`src/rtl/cfr_pkg.sv`:
```
package cfr_pkg;
    localparam int CHAR_W = 10;
    localparam int N_COMMA = 2;
    // both disparity forms of K28.5, first received bit in the MSB
    localparam logic [CHAR_W-1:0] COMMA_RDN = 10'b0011111010;
    localparam logic [CHAR_W-1:0] COMMA_RDP = 10'b1100000101;

    typedef enum logic {
        ST_SEEK,
        ST_SYNC
    } frm_state_t;
endpackage

```
`src/rtl/cfr_window.sv`:
```
module cfr_window #(
    parameter int W = cfr_pkg::CHAR_W
) (
    input  logic         clk,
    input  logic         rst_n,
    input  logic         ser_bit,
    output logic [W-1:0] nxt_win
);
    logic [W-1:0] win_q;

    assign nxt_win = {win_q[W-2:0], ser_bit};

    always_ff @(posedge clk) begin
        if (!rst_n) win_q <= '0;
        else        win_q <= nxt_win;
    end
endmodule

```
`src/rtl/cfr_comma_det.sv`:
```
module cfr_comma_det #(
    parameter int W = cfr_pkg::CHAR_W
) (
    input  logic [W-1:0] win,
    output logic         hit
);
    localparam logic [W-1:0] PATS [cfr_pkg::N_COMMA] =
        '{cfr_pkg::COMMA_RDN, cfr_pkg::COMMA_RDP};

    logic [cfr_pkg::N_COMMA-1:0] match;

    for (genvar p = 0; p < cfr_pkg::N_COMMA; p++) begin : g_pat
        assign match[p] = (win == PATS[p]);
    end

    assign hit = |match;
endmodule

```
`src/rtl/cfr_bit_cnt.sv`:
```
module cfr_bit_cnt #(
    parameter int W = cfr_pkg::CHAR_W
) (
    input  logic clk,
    input  logic rst_n,
    input  logic restart,
    output logic last
);
    localparam int CNT_W = $clog2(W);
    localparam logic [CNT_W-1:0] LAST_PH = CNT_W'(W - 1);

    logic [CNT_W-1:0] cnt_q;

    assign last = (cnt_q == LAST_PH);

    always_ff @(posedge clk) begin
        if (!rst_n)               cnt_q <= '0;
        else if (last || restart) cnt_q <= '0;
        else                      cnt_q <= cnt_q + 1'b1;
    end
endmodule

```
`src/rtl/cfr_frame_fsm.sv`:
```
module cfr_frame_fsm (
    input  logic clk,
    input  logic rst_n,
    input  logic realign_en,
    input  logic accept,
    output logic framed
);
    import cfr_pkg::*;

    frm_state_t state_q, state_nxt;
    logic       en_q;
    logic       en_rise;

    assign en_rise = realign_en && !en_q;

    always_ff @(posedge clk) begin
        if (!rst_n) begin
            state_q <= ST_SEEK;
            en_q    <= 1'b0;
        end else begin
            state_q <= state_nxt;
            en_q    <= realign_en;
        end
    end

    always_comb begin
        state_nxt = state_q;
        unique case (state_q)
            ST_SEEK: if (accept)             state_nxt = ST_SYNC;
            ST_SYNC: if (en_rise && !accept) state_nxt = ST_SEEK;
        endcase
    end

    always_comb begin
        framed = (state_q == ST_SYNC);
    end
endmodule

```
`src/rtl/comma_framer.sv`:
```
module comma_framer #(
    parameter int W = cfr_pkg::CHAR_W
) (
    input  logic         clk,
    input  logic         rst_n,
    input  logic         ser_bit,
    input  logic         realign_en,
    output logic [W-1:0] char_out,
    output logic         char_vld,
    output logic         framed
);
    logic [W-1:0] nxt_win;
    logic         comma_hit;
    logic         cnt_last;
    logic         accept;
    logic         load;
    logic [W-1:0] char_q;
    logic         vld_q;

    cfr_window #(.W(W)) u_win (
        .clk     (clk),
        .rst_n   (rst_n),
        .ser_bit (ser_bit),
        .nxt_win (nxt_win)
    );

    cfr_comma_det #(.W(W)) u_det (
        .win (nxt_win),
        .hit (comma_hit)
    );

    assign accept = comma_hit && realign_en;
    assign load   = cnt_last || accept;

    cfr_bit_cnt #(.W(W)) u_cnt (
        .clk     (clk),
        .rst_n   (rst_n),
        .restart (accept),
        .last    (cnt_last)
    );

    cfr_frame_fsm u_fsm (
        .clk        (clk),
        .rst_n      (rst_n),
        .realign_en (realign_en),
        .accept     (accept),
        .framed     (framed)
    );

    always_ff @(posedge clk) begin
        if (!rst_n) begin
            char_q <= '0;
            vld_q  <= 1'b0;
        end else begin
            vld_q <= load;
            if (load) char_q <= nxt_win;
        end
    end

    assign char_out = char_q;
    assign char_vld = vld_q;
endmodule

```
`config.mk`:
```
export PLATFORM = sky130hd
export DESIGN_NAME = comma_framer
export DESIGN_NICKNAME = d
export VERILOG_FILES = /design/src/rtl/cfr_pkg.sv /design/src/rtl/cfr_window.sv /design/src/rtl/cfr_comma_det.sv /design/src/rtl/cfr_bit_cnt.sv /design/src/rtl/cfr_frame_fsm.sv /design/src/rtl/comma_framer.sv
export SDC_FILE = /design/constraint.sdc
export NUM_CORES = 1
export LEC_CHECK = 0
export ABC_AREA = 1
export ABC_CLOCK_PERIOD_IN_PS = 1720
export BUFFER_PORTS_ARGS = -buffer_cell sky130_fd_sc_hd__buf_2
export CORE_MARGIN = 3
export CORE_UTILIZATION = 52
export CTS_CLUSTER_DIAMETER = 30
export DETAILED_ROUTE_END_ITERATION = 8
export PLACE_DENSITY = 0.74
export SLEW_MARGIN = 20
export SYNTH_ARGS = -nofsm -noshare
export SYNTH_HDL_FRONTEND = slang
export SYNTH_SLANG_ARGS = --single-unit
```
`constraint.sdc`:
```
create_clock -name clk -period 1.72 [get_ports clk]
set_input_delay 0.516 -clock clk [delete_from_list [all_inputs] [get_ports clk]]
set_output_delay 0.516 -clock clk [all_outputs]
set_load 0.05 [all_outputs]
```
==> Word-level counts from Yosys, hierarchy flattened <==
Index checks and enable logic that the tools add are counted.
{ "op_classes": {"bitwise": 2, "mux": 3, "n_eq_ne": 3, "add_sub_neg": 1, "n_reduce_logical": 8} }
{ "ops": {"columns": ["operator", "count"], "rows": [
  ["equality test 10 bit, second input constant", 1],
  ["equality test 10 x 8 -> 1 bit, second input constant", 1],
  ["adder 4 x 1 -> 4 bit, second input constant", 1],
  ["equality test 4 bit, second input constant", 1],
  ["OR reduction 2 bit", 2],
  ["logical AND 1 bit", 3],
  ["zero test 1 bit", 2],
  ["2-to-1 mux 1 bit", 2],
  ["inverter 1 bit", 2],
  ["case mux 1 bit (2 select lines)", 1],
  ["logical OR 1 bit", 1]
]} }
{ "totals": {"wordCells": 23, "input_bits": 4, "reg_bits": 26} }

==> Longest topological paths before layout <==
{ "depth": {"depth_word": 7, "mapped_depth": 9, "ltp_nobuf": 9} }

==> Modules after synthesis <==
Synthesis repeated with hierarchy kept, for this count alone.
{ "hier_totals": {"hier_cells": 153, "hier_area_um2": 1103.6} }
{ "by_module_without_submodules": {"columns": ["module", "cells_each", "area_per_inst_um2", "seq_area_each_um2", "instances"], "rows": [
  ["comma_framer", 70, 493.0, 220.2, 1],
  ["cfr_window", 29, 266.5, 180.2, 1],
  ["cfr_bit_cnt", 23, 187.7, 80.1, 1],
  ["cfr_comma_det", 21, 81.3, 0.0, 1],
  ["cfr_frame_fsm", 10, 75.1, 40.0, 1]
]} }

==> Worst setup path before layout <==
No wires, ideal clock.
{ "synth_timing": {"kind": "input port to flip-flop", "from": "input port ser_bit", "to": "register char_q[1], in the netlist char_out[1]", "t_arrival_ns": 1.131, "t_required_ns": 1.606, "stages": 9, "setup_slack_ns": 0.475, "cell_sequence": "inv_1 > nand2_1 > nor2_1 > nand3_1 > nand2_2 > nand2_4 > buf_6 > nand4_1 > nand2_1"} }
{ "synth_via": {"elab_chain_cells": 4, "elab_cells_between_ends": 5, "cone_classes": "eq/ne: 2; reduce/logical: 3"} }
{ "synth_lines": {"columns": ["element", "line", "rtl"], "rows": [
  ["from (decl)", "comma_framer.sv:6", "input logic ser_bit,"],
  ["equality test 10 x 8 -> 1 bit / equality test 10 bit (equally long branches)", "cfr_comma_det.sv:13", "assign match[p] = (win == PATS[p]);"],
  ["OR reduction 2 bit (*)", "cfr_comma_det.sv:16", "assign hit = |match;"],
  ["logical AND 1 bit (*)", "comma_framer.sv:32", "assign accept = comma_hit && realign_en;"],
  ["logical OR 1 bit (*)", "comma_framer.sv:33", "assign load = cnt_last || accept;"],
  ["to (signal assigned)", "comma_framer.sv:56", "if (load) char_q <= nxt_win;"],
  ["to (decl)", "comma_framer.sv:17", "logic [W-1:0] char_q;"]
]} }
Every way passes the cells marked *; elsewhere a longest branch is shown, timed or not.
A chain may end at the register's enable or synchronous reset.

==> Final worst setup path <==
{ "layout_timing": {"from": "register char_q[1], in the netlist char_out[1]", "to": "output port char_out[1]"} }
{ "layout_lines": {"columns": ["element", "line", "rtl"], "rows": [
  ["to (decl)", "comma_framer.sv:8", "output logic [W-1:0] char_out,"]
]} }
No word-level cell between the ends.

==> metrics.md <==
| Metric | Value |
|---|---|
| Max cap viols | 0 |
| Post-Route Setup TNS | 0 ps |
| Port Buffers | 15 |
| Final instance area | 1126 um^2 |
| Dpl ws | 248.8 ps |
| Full die area | about 2500 um^2 |
| Fin util | 0.6383 |
| Critical Path Source Type | flip-flop |
| Unrepaired setup endpoints after global routing | no |
| Top cells by area, synth | dfxtp_1 (52%), nand2_1 (11%), inv_1 (7.2%), nand3_1 (7.0%), nand4_1 (6.3%) |
| DR pass1 iterations | 4 |
| Remaining Overflow, GRT | 0 |
| Num Clock Sinks | 26 |
| Slowest cell on the critical path | dfxtp_1 |
| Critical Path RT | 1200 ps |
| Routed WL | ~1600 um |
| Number of antenna diodes | 0 |
| Initial antenna violation count | 0 |
| Cell family with most CP delay | flip-flops |
| HP Class | primary input to flip-flop |
| Distinct cells, synth | 18 |
| Setup repair bufs after CTS | 0 |
| DIE HEIGHT | 49.77 um |
| Cell Int Power | ~760 uW |
| Largest stage delay on the critical path | 360 ps |
| Worst path bufs/invs | 1 |
| FF-to-FF path depth | 8 |
| Clock Tree Buf Depth | 2 |
| Fraction of layout cells with a size suffix above 1 | 0.1871 |
| Count leader, synth | nand2_1 |
| Sequential area share after synthesis | 0.5226 |
| Relative slew slack | 0.8321 |
| Synth area leader | dfxtp_1 |
| Synth Register Bits | 26 |
| Nets@finish | between 100 and 150 |
| Most common library cells after synthesis | nand2_1 (28), dfxtp_1 (26), inv_1 (19), nand3_1 (14) |
| Vias/cell | ~4.8 |
| Post-synth EDFFs | 0 |
| WHS Endpoint | u_win.win_q[0] |
| Initial cell density of the core | 0.5645 |
| Synth async-reset ratio | 0 |
| Main combinational cell family by area after synthesis | simple AND/OR/NAND/NOR gates |
| Fmax | 687.2 MHz |
| Final worst slack | 264.8 ps |
| TritonCTS clock tree | built |
| Row count | 15 |
| Cell depth of the worst min-delay path | 3 |
| CP endpoint kind | output port |
| CP Class | flip-flop to output port |
| Worst endpoint data arrival time | 940 ps |
| Pleak | slightly above 0.6 nW |
| Hold Violations, Final | 0 |
| RePlAce Congestion | a little under 0.8 |
| Share of synthesized area spent on multiplexers | 0 |
| Slew Viols, Final | 0 |
| CTS Root Cell | clkbuf_4 |
| Hpwl dp | around 1200 um |
| Clk network pwr share | 0.311 |
| Chip width | between 40 and 50 um |
| Core Footprint | 1764 um^2 |
| # IOs | 16 |
| Yosys warns | 0 |
| P&R area growth vs syn | 13.07% |
| Yosys top cell area share | 0.5226 |
| Status | completed |
| Worst-path clk slew | approximately 130 ps |
| Hold Buf Count CTS | 0 |
| DRC | 0 |
| Cts bufs inserted | 3 |
| DRT iter0 DRCs | 15 |
| Crit path time final | 1455 ps |
| R2r setup slk | roughly 460 ps |
| Reg-to-reg startpoint | u_win.win_q[4] |
| Terminus of the critical flop-to-flop path | char_out[3] |
| Worst hold start | ser_bit |
| Post-synthesis cell area | between 900 and 1000 um^2 |
| Avg WL per Cell | ~10 um |
| PD cells | 851.7 nW/um^2 |
| Sequential share of power | 0.649 |
| VDD IR max | between 0.0005 and 0.0006 V |
| DP Area | ~1100 um^2 |
| CP max FO | 2 |
| Number of global-route vias before repair | around 700 |
| Synthesized instance count | about 120 |
| Synth Flop Type | dfxtp_1 |
| Net Sw Power | 202.4 uW |
| Comb pwr share | 0.040 |
| H-tree depth | 1 |
| Post-Syn Area per Cell | 8.097 um^2 |
| Largest net degree at the start of global routing | 23 |
| Period utilization | 0.8460 |
| Post-CTS resize count | 0 |
| Post-Synth Adder-Cell Area | 0.02513 |
| Clock latency at the later pin of the worst-skew pair | a little over 300 ps |
| Worst Tran Pin Value | ~250 ps |
| Fillers | around 160 |
| First-pass GRT wire length | roughly 2900 um |
| Vias | 790 |
| Post-synthesis simple-gate area fraction | 0.3128 |
| Antenna Nets Post-Route | 0 |
| Clock Skew | about 3.0 ps |
| Final setup fails | 0 |
| Switching Fraction | 0.2110 |
| Final hold slack | ~430 ps |
| Crit-path cells | buf_2 |
| Tot GR Track Use | 0.1545 |
| Compound-Gate Fraction of Synth Area | 0.02261 |
| Mapped Nets | about 130 |
| Post-Synth XOR/XNOR Area | 0.01759 |
how the worst max path moves through the flow:
stage	start	to	slack (ps)	cells after the start
floorplan	ser_bit	char_out[1]	470	9
global placement	ser_bit	u_cnt.cnt_q[1]	290	9
detailed placement	ser_bit	char_out[3]	250	10
CTS	char_out[1]	char_out[1]	250	1
global route	char_out[1]	char_out[1]	220	1
finish	char_out[1]	char_out[1]	260	1
layer usage:
layer  share of wire  global-route usage  vias up
met1            0.52              0.2212      354
met2            0.42              0.2093       12
met5               0                   0        -
met4           0.017             0.09677        0
li1                -                   -      420
met3           0.042             0.03021        4
area by class of cell:
type	instances	area, um^2	area share
Clock buffer	4	36.28	0.03222
Tap cell	25	31.28	0.02778
Sequential cell	26	520.5	0.4622
Multi-Input combinational cell	73	376.6	0.3344
Timing Repair Buffer	17	90.09	0.08000
Inverter	19	71.32	0.06333
per-stage QoR:
| step | total power, mW | instances |
|---|---|---|
| 6_report | 0.9591 | 164 |
| 5_1_grt | 1.007 | 164 |
| 4_1_cts | 0.9731 | 164 |
| 3_5_place_dp | 0.6749 | 160 |
| 3_3_place_gp | 0.6730 | 160 |
| 2_1_floorplan | 0.6610 | 123 |
power groups by stage:
stage	logic (mW)	registers [mW]	clock network, mW
2_1_floorplan	0.0271	0.634	0
3_3_place_gp	0.0375	0.636	0
3_5_place_dp	0.0386	0.636	0
6_report	0.0382	0.623	0.298
5_1_grt	0.0455	0.625	0.337
4_1_cts	0.0388	0.623	0.311
registers in the layout (all words and copies together) (netlist names):
signal	count
char_out	10
u_fsm.framed	1
u_cnt.cnt_q	4
char_vld	1
u_fsm.en_q	1
u_win.win_q	9
worst reg2reg max path, delay by kind of cell (launching register included):
family | cells | cell delay (ps)
AND/OR/NAND/NOR | 8 | 800
flip-flops | 1 | 410
cells by family (layout without fill, tap and decap cells):
kind of cell / after synthesis / after routing
flip-flops: 26 / 26
AND/OR/NAND/NOR: 66 / 66
adder cells (fa/ha/maj): 2 / 2
AO/OA/AOI/OAI: 3 / 3
buffers and inverters: 24 / 40
XOR/XNOR: 2 / 2
cells in the final DEF, fill, tap and decap left out:
| master | Yosys | routed |
|---|---|---|
| clkbuf_4 | 0 | 3 |
| nand2_4 | 2 | 2 |
| xor2_1 | 1 | 1 |
| clkbuf_8 | 0 | 1 |
| ha_1 | 2 | 2 |
| nor2_1 | 10 | 10 |
| nand3_1 | 14 | 14 |
| nand2_2 | 1 | 1 |
| nand4_1 | 10 | 10 |
| nand3b_1 | 1 | 1 |
| a21oi_2 | 2 | 2 |
| buf_2 | 1 | 15 |
| xnor2_1 | 1 | 1 |
| dfxtp_1 | 26 | 26 |
| buf_4 | 0 | 2 |
| inv_1 | 19 | 19 |
| o21ai_0 | 1 | 1 |
| nand2_1 | 28 | 28 |
Power figures use the tool's default switching activity.
